`src/rtl/fpe_regs_pkg.sv`:
```
package fpe_regs_pkg;
    localparam int ADDR_W  = 4;
    localparam int DATA_W  = 32;
    localparam int QMASK_W = 8;
    localparam int FRAG_W  = 2;
    localparam int EVT_N   = 4;

    localparam logic [ADDR_W-1:0] A_CSR   = 4'd0;
    localparam logic [ADDR_W-1:0] A_CLASS = 4'd1;
    localparam logic [ADDR_W-1:0] A_IRQ   = 4'd2;

    localparam int EN_BIT   = 0;
    localparam int SV_BIT   = 1;
    localparam int SR_BIT   = 2;
    localparam int EVT_LSB  = 16;
    localparam int MASK_LSB = 8;
    localparam int FRAG_LSB = 0;
    localparam int IE_BIT   = 0;
    localparam int RXQ_LSB  = 8;

    typedef struct packed {
        logic               en;
        logic [QMASK_W-1:0] qmask;
        logic [FRAG_W-1:0]  frag;
        logic               ie;
    } fpe_cfg_t;

    function automatic logic [DATA_W-1:0] pack_csr(logic en, logic [EVT_N-1:0] fl);
        logic [DATA_W-1:0] w;
        w = '0;
        w[EN_BIT] = en;
        w[EVT_LSB +: EVT_N] = fl;
        return w;
    endfunction

    function automatic logic [DATA_W-1:0] pack_class(logic [QMASK_W-1:0] m, logic [FRAG_W-1:0] f);
        logic [DATA_W-1:0] w;
        w = '0;
        w[MASK_LSB +: QMASK_W] = m;
        w[FRAG_LSB +: FRAG_W] = f;
        return w;
    endfunction
endpackage

```
`src/rtl/fpe_evt_flags.sv`:
```
module fpe_evt_flags #(
    parameter int N = 4
) (
    input  logic         clk,
    input  logic         rst,
    input  logic [N-1:0] evt,
    input  logic         clr,
    output logic [N-1:0] flags
);
    for (genvar i = 0; i < N; i++) begin : g_flag
        always_ff @(posedge clk) begin
            if (rst)
                flags[i] <= 1'b0;
            else if (evt[i])
                flags[i] <= 1'b1;
            else if (clr)
                flags[i] <= 1'b0;
        end
    end
endmodule

```
`src/rtl/fpe_cfg_regs.sv`:
```
module fpe_cfg_regs
    import fpe_regs_pkg::*;
#(
    parameter int NUM_RXQ = 4,
    parameter int RXQ_W   = (NUM_RXQ > 1) ? $clog2(NUM_RXQ) : 1
) (
    input  logic             clk,
    input  logic             rst,
    input  logic             wr_csr,
    input  logic             wr_class,
    input  logic             wr_irq,
    input  logic [2:0]       csr_bits,
    input  logic [QMASK_W-1:0] mask_in,
    input  logic [FRAG_W-1:0]  frag_in,
    input  logic             ie_in,
    output fpe_cfg_t         cfg,
    output logic             sv_pulse,
    output logic             sr_pulse,
    output logic [RXQ_W-1:0] rxq,
    output logic             ie_rise
);
    localparam logic [RXQ_W-1:0] RXQ_TOP = RXQ_W'(NUM_RXQ - 1);

    assign ie_rise = wr_irq && ie_in && !cfg.ie;

    always_ff @(posedge clk) begin
        if (rst) begin
            cfg      <= '0;
            sv_pulse <= 1'b0;
            sr_pulse <= 1'b0;
            rxq      <= '0;
        end else begin
            sv_pulse <= wr_csr && csr_bits[SV_BIT];
            sr_pulse <= wr_csr && csr_bits[SR_BIT];
            if (wr_csr) begin
                cfg.en <= csr_bits[EN_BIT];
                if (csr_bits[EN_BIT])
                    rxq <= RXQ_TOP;
            end
            if (wr_class) begin
                cfg.qmask <= mask_in;
                cfg.frag  <= frag_in;
            end
            if (wr_irq)
                cfg.ie <= ie_in;
        end
    end
endmodule

```
`src/rtl/fpe_csr_block.sv`:
```
module fpe_csr_block
    import fpe_regs_pkg::*;
#(
    parameter int NUM_RXQ = 4,
    parameter int RXQ_W   = (NUM_RXQ > 1) ? $clog2(NUM_RXQ) : 1
) (
    input  logic               clk,
    input  logic               rst,
    input  logic               reg_wr,
    input  logic               reg_rd,
    input  logic [ADDR_W-1:0]  reg_addr,
    input  logic [DATA_W-1:0]  reg_wdata,
    output logic [DATA_W-1:0]  reg_rdata,
    input  logic [EVT_N-1:0]   evt_in,
    output logic               fp_enable,
    output logic               send_verify,
    output logic               send_resp,
    output logic [QMASK_W-1:0] q_mask,
    output logic [FRAG_W-1:0]  frag_size,
    output logic [RXQ_W-1:0]   pre_rxq,
    output logic               irq
);
    fpe_cfg_t          cfg;
    logic [EVT_N-1:0]  flags;
    logic              ie_rise;
    logic              rd_clr;
    logic              wr_csr, wr_class, wr_irq;
    logic              wdata_unused;

    assign wr_csr   = reg_wr && (reg_addr == A_CSR);
    assign wr_class = reg_wr && (reg_addr == A_CLASS);
    assign wr_irq   = reg_wr && (reg_addr == A_IRQ);
    assign rd_clr   = reg_rd && (reg_addr == A_CSR);
    assign wdata_unused = ^{reg_wdata[DATA_W-1:16], reg_wdata[7:3]};

    fpe_cfg_regs #(.NUM_RXQ(NUM_RXQ), .RXQ_W(RXQ_W)) u_cfg (
        .clk      (clk),
        .rst      (rst),
        .wr_csr   (wr_csr),
        .wr_class (wr_class),
        .wr_irq   (wr_irq),
        .csr_bits (reg_wdata[2:0]),
        .mask_in  (reg_wdata[MASK_LSB +: QMASK_W]),
        .frag_in  (reg_wdata[FRAG_LSB +: FRAG_W]),
        .ie_in    (reg_wdata[IE_BIT]),
        .cfg      (cfg),
        .sv_pulse (send_verify),
        .sr_pulse (send_resp),
        .rxq      (pre_rxq),
        .ie_rise  (ie_rise)
    );

    fpe_evt_flags #(.N(EVT_N)) u_flags (
        .clk   (clk),
        .rst   (rst),
        .evt   (evt_in),
        .clr   (rd_clr || ie_rise),
        .flags (flags)
    );

    always_comb begin
        reg_rdata = '0;
        case (reg_addr)
            A_CSR:   reg_rdata = pack_csr(cfg.en, flags);
            A_CLASS: reg_rdata = pack_class(cfg.qmask, cfg.frag);
            A_IRQ: begin
                reg_rdata[IE_BIT] = cfg.ie;
                reg_rdata[RXQ_LSB +: RXQ_W] = pre_rxq;
            end
            default: reg_rdata = '0;
        endcase
    end

    assign fp_enable = cfg.en;
    assign q_mask    = cfg.qmask;
    assign frag_size = cfg.frag;
    assign irq       = (|flags) && cfg.ie;
endmodule

```
`config.mk`:
```
export PLATFORM = sky130hd
export DESIGN_NAME = fpe_csr_block
export DESIGN_NICKNAME = d
export VERILOG_FILES = /design/src/rtl/fpe_regs_pkg.sv /design/src/rtl/fpe_evt_flags.sv /design/src/rtl/fpe_cfg_regs.sv /design/src/rtl/fpe_csr_block.sv
export SDC_FILE = /design/constraint.sdc
export NUM_CORES = 1
export LEC_CHECK = 0
export ABC_AREA = 0
export CAP_MARGIN = 20
export CORE_AREA = 4 4 69 71
export CTS_CLUSTER_SIZE = 30
export DETAILED_ROUTE_END_ITERATION = 8
export DIE_AREA = 0 0 73 75
export DONT_BUFFER_PORTS = 1
export PLACE_DENSITY = 0.49
export SETUP_SLACK_MARGIN = 0.1
export SLEW_MARGIN = 20
export SYNTH_ARGS = -nofsm -noshare
export SYNTH_HDL_FRONTEND = slang
export SYNTH_HIERARCHICAL = 1
export SYNTH_SLANG_ARGS = --single-unit
```
`constraint.sdc`:
```
create_clock -name clk -period 3.5 [get_ports clk]
set_input_delay 0.35 -clock clk [delete_from_list [all_inputs] [get_ports clk]]
set_output_delay 0.35 -clock clk [all_outputs]
set_load 0.01 [all_outputs]
```
==> impl_metrics.yaml <==
status:
  status: "finished clean"
setup_path:
  cp-endpoint: "reg_rdata[0]"
  timing.rr.start: "u_cfg/cfg[0]"
  critPathMaxFanout: 3
  r2r_setup_slack_ps: 2500
  worst-endpoint-required_ps: 3150
  critPathMostFrequentCell: "a211oi_1"
  slowest_delay_ps: 460
  reg2regPathDepth: 4
  crit_type: "reg2out"
  worst_path_max_delay_cell: "a211oi_1"
  r2r-end: "u_flags/flags[0]"
  worstPathArrival_ps: 1350
  path_cells: "nor2b_1 > a211oi_1 > a211oi_1"
  cp-start-kind: "flop"
  worst_setup_path_end_kind: "output port"
  timing.critical_path.from: "u_cfg/cfg[11]"
routing:
  drc: 0
  vias: 689
  routed_wirelength_um: 2310
  wire_per_inst_um: 14.0
  first_pass_iters: 4
  ant_nets: 0
  drt_iter0_markers: 15
  vias_per_cell: 4.18
power:
  peakVddDrop_mv: 0.156
  leakagePower_nw: 0.415
  p_per_area_mw_per_mm2: 394
  finalPower_uw: 405
cts:
  cts_sinks: 19
  hold_buffers: 0
  clock_latency_ps: 250
  cts_root_buf: "clkbuf_8"
  cts_tree: "yes"
  numCtsBuffers: 3
  cts_resized: 0
  clkTransAtPathRegs_ps: 70
  clock_path_buffers: 2
  cts-htree-levels: 1
  postCtsSetupBuffers: 0
finish:
  syn2layout_area_growth_pct: 0.859
  final_nets: 158
  final_cell_mix: "19 x dfxtp_1, 18 x conb_1, 15 x nor2_1, 13 x and2_1, 11 x mux2i_1"
  diodes: 0
  layout_commonest_cell: "dfxtp_1"
  drive_gt1_share_pct: 7.08
grt:
  grt_pass1_wl_um: 3610
  grt_pass1_vias: 732
  antenna_found_initial: 0
  grt_overflow: 0
  grt_use_total_pct: 8.78
  grt_max_degree: 20
logic_synthesis:
  yosysSeqAreaShare_pct: 37.3
  yosys_warnings: 6
  syn_avg_cell_area_um2: 8.94
  syn_area_mm2: 0.00102
  synthCells: 114
  ys_ff_latch: 19
  synth_cell_types: 25
sta:
  max_slew.worst_pin.slew_ps: 603
  fin_crit_ps: 1700
  tns_ps: 0
  report.final.hold_viol_count: 0
  fin_skew_ps: 0.102
  rsz0062_at_grt: "no"
  setup_ws_ps: 1800
  maxSlewHeadroom_pct: 59.8
  fin_hold_ws_ps: 160
  maxSlewViolCount: 0
  period_share_pct: 48.6
  setup_viol: 0
  fmax_mhz: 588
floorplanning:
  io-pin-count: 92
  core-area_mm2: 0.00423
  die_x_um: 73
  die_area_mm2: 0.00548
  rows: 24
  start_util_pct: 24.1
  die_h_um: 75
placement:
  io_buffer_count: 0
  dpl_worst_slack_ps: 1540
  hpwl_um: 1870
  globalplace.congestion: 0.728
min_path:
  worstHoldPathCells: 1
  min_path_type: "in2reg"
flow_run:
  max-cap-violations: 0
==> synthesized netlist by cell type <==
master,number,share of area (%)
a211oi_1,2,1.5
a21o_1,1,0.74
a21oi_1,6,2.9
a22oi_1,2,1.5
and2_1,13,8.0
and2b_2,1,0.86
and3b_1,2,1.7
buf_2,1,0.49
buf_4,19,14
buf_6,1,1.1
clkbuf_4,1,0.74
conb_1,1,0.37
dfxtp_1,19,37
inv_1,4,1.5
mux2i_1,11,11
nand2_1,2,0.74
nand2b_1,6,3.7
nor2_1,15,5.5
nor2b_1,1,0.61
nor2b_2,1,0.86
nor2b_4,1,1.3
nor3_1,1,0.49
nor3_4,1,1.6
o41a_1,1,1.1
or2_1,1,0.61
==> per-layer routing <==
metal / part of all wire [%] / track usage (%)
met1: 37 / 9.16
met2: 48 / 15.6
met5: 0 / 0
met3: 15 / 5.21
met4: 0 / 1.23
==> cells by family after synthesis <==
group | count (synthesis) | share of synthesized area [%]
flops | 19 | 37.3
other cells | 1 | 0.368
mux | 11 | 10.8
buf+inv | 26 | 17.8
simple gates | 45 | 26.0
compound gates | 12 | 7.73
==> state kept, by name, indices dropped and copies added (netlist names) <==
name,cells
u_cfg/cfg,12
u_flags/flags,4
u_cfg/rxq,1
u_cfg/sr_pulse,1
u_cfg/sv_pulse,1
==> layout make-up <==
cell class | instances | area, um^2
sequential | 19 | 380
multi-input combinational | 86 | 522
tap | 52 | 65.1
inverter | 4 | 15.0
clock buffer | 3 | 41.3
fill | 474 | 3210
clock inverter | 1 | 5.00
==> metrics by stage <==
| stage | utilization [%] | instance area, um^2 | instances |
|---|---|---|---|
| after global routing | 24.3 | 1030 | 165 |
| after detailed placement | 23.2 | 982 | 161 |
| final | 24.3 | 1030 | 165 |
| after global placement | 23.2 | 982 | 161 |
| after CTS | 24.3 | 1030 | 165 |
| after floorplan | - | 1080 | 131 |
==> worst min-delay path by stage <==
stage | start | to | slack (ps)
5_1_grt | rst | u_cfg/cfg[2] | 140
3_3_place_gp | rst | u_cfg/cfg[0] | 420
6_report | rst | u_cfg/cfg[2] | 160
2_1_floorplan | rst | u_cfg/cfg[0] | 420
4_1_cts | rst | u_cfg/cfg[0] | 150
3_5_place_dp | rst | u_cfg/cfg[0] | 420
==> power breakdown <==
group          switching [mW]  internal, mW
logic                  0.0186       0.00945
registers             0.00515         0.222
clock network          0.0711        0.0790
total                  0.0948         0.310
==> critical path, delay by kind of cell, from the launching register on <==
kind,cells,cell delay [ps]
AND/OR/NAND/NOR,1,160
AO/OA/AOI/OAI,2,520
flip-flops,1,420
(Power assumes the default switching activity.)
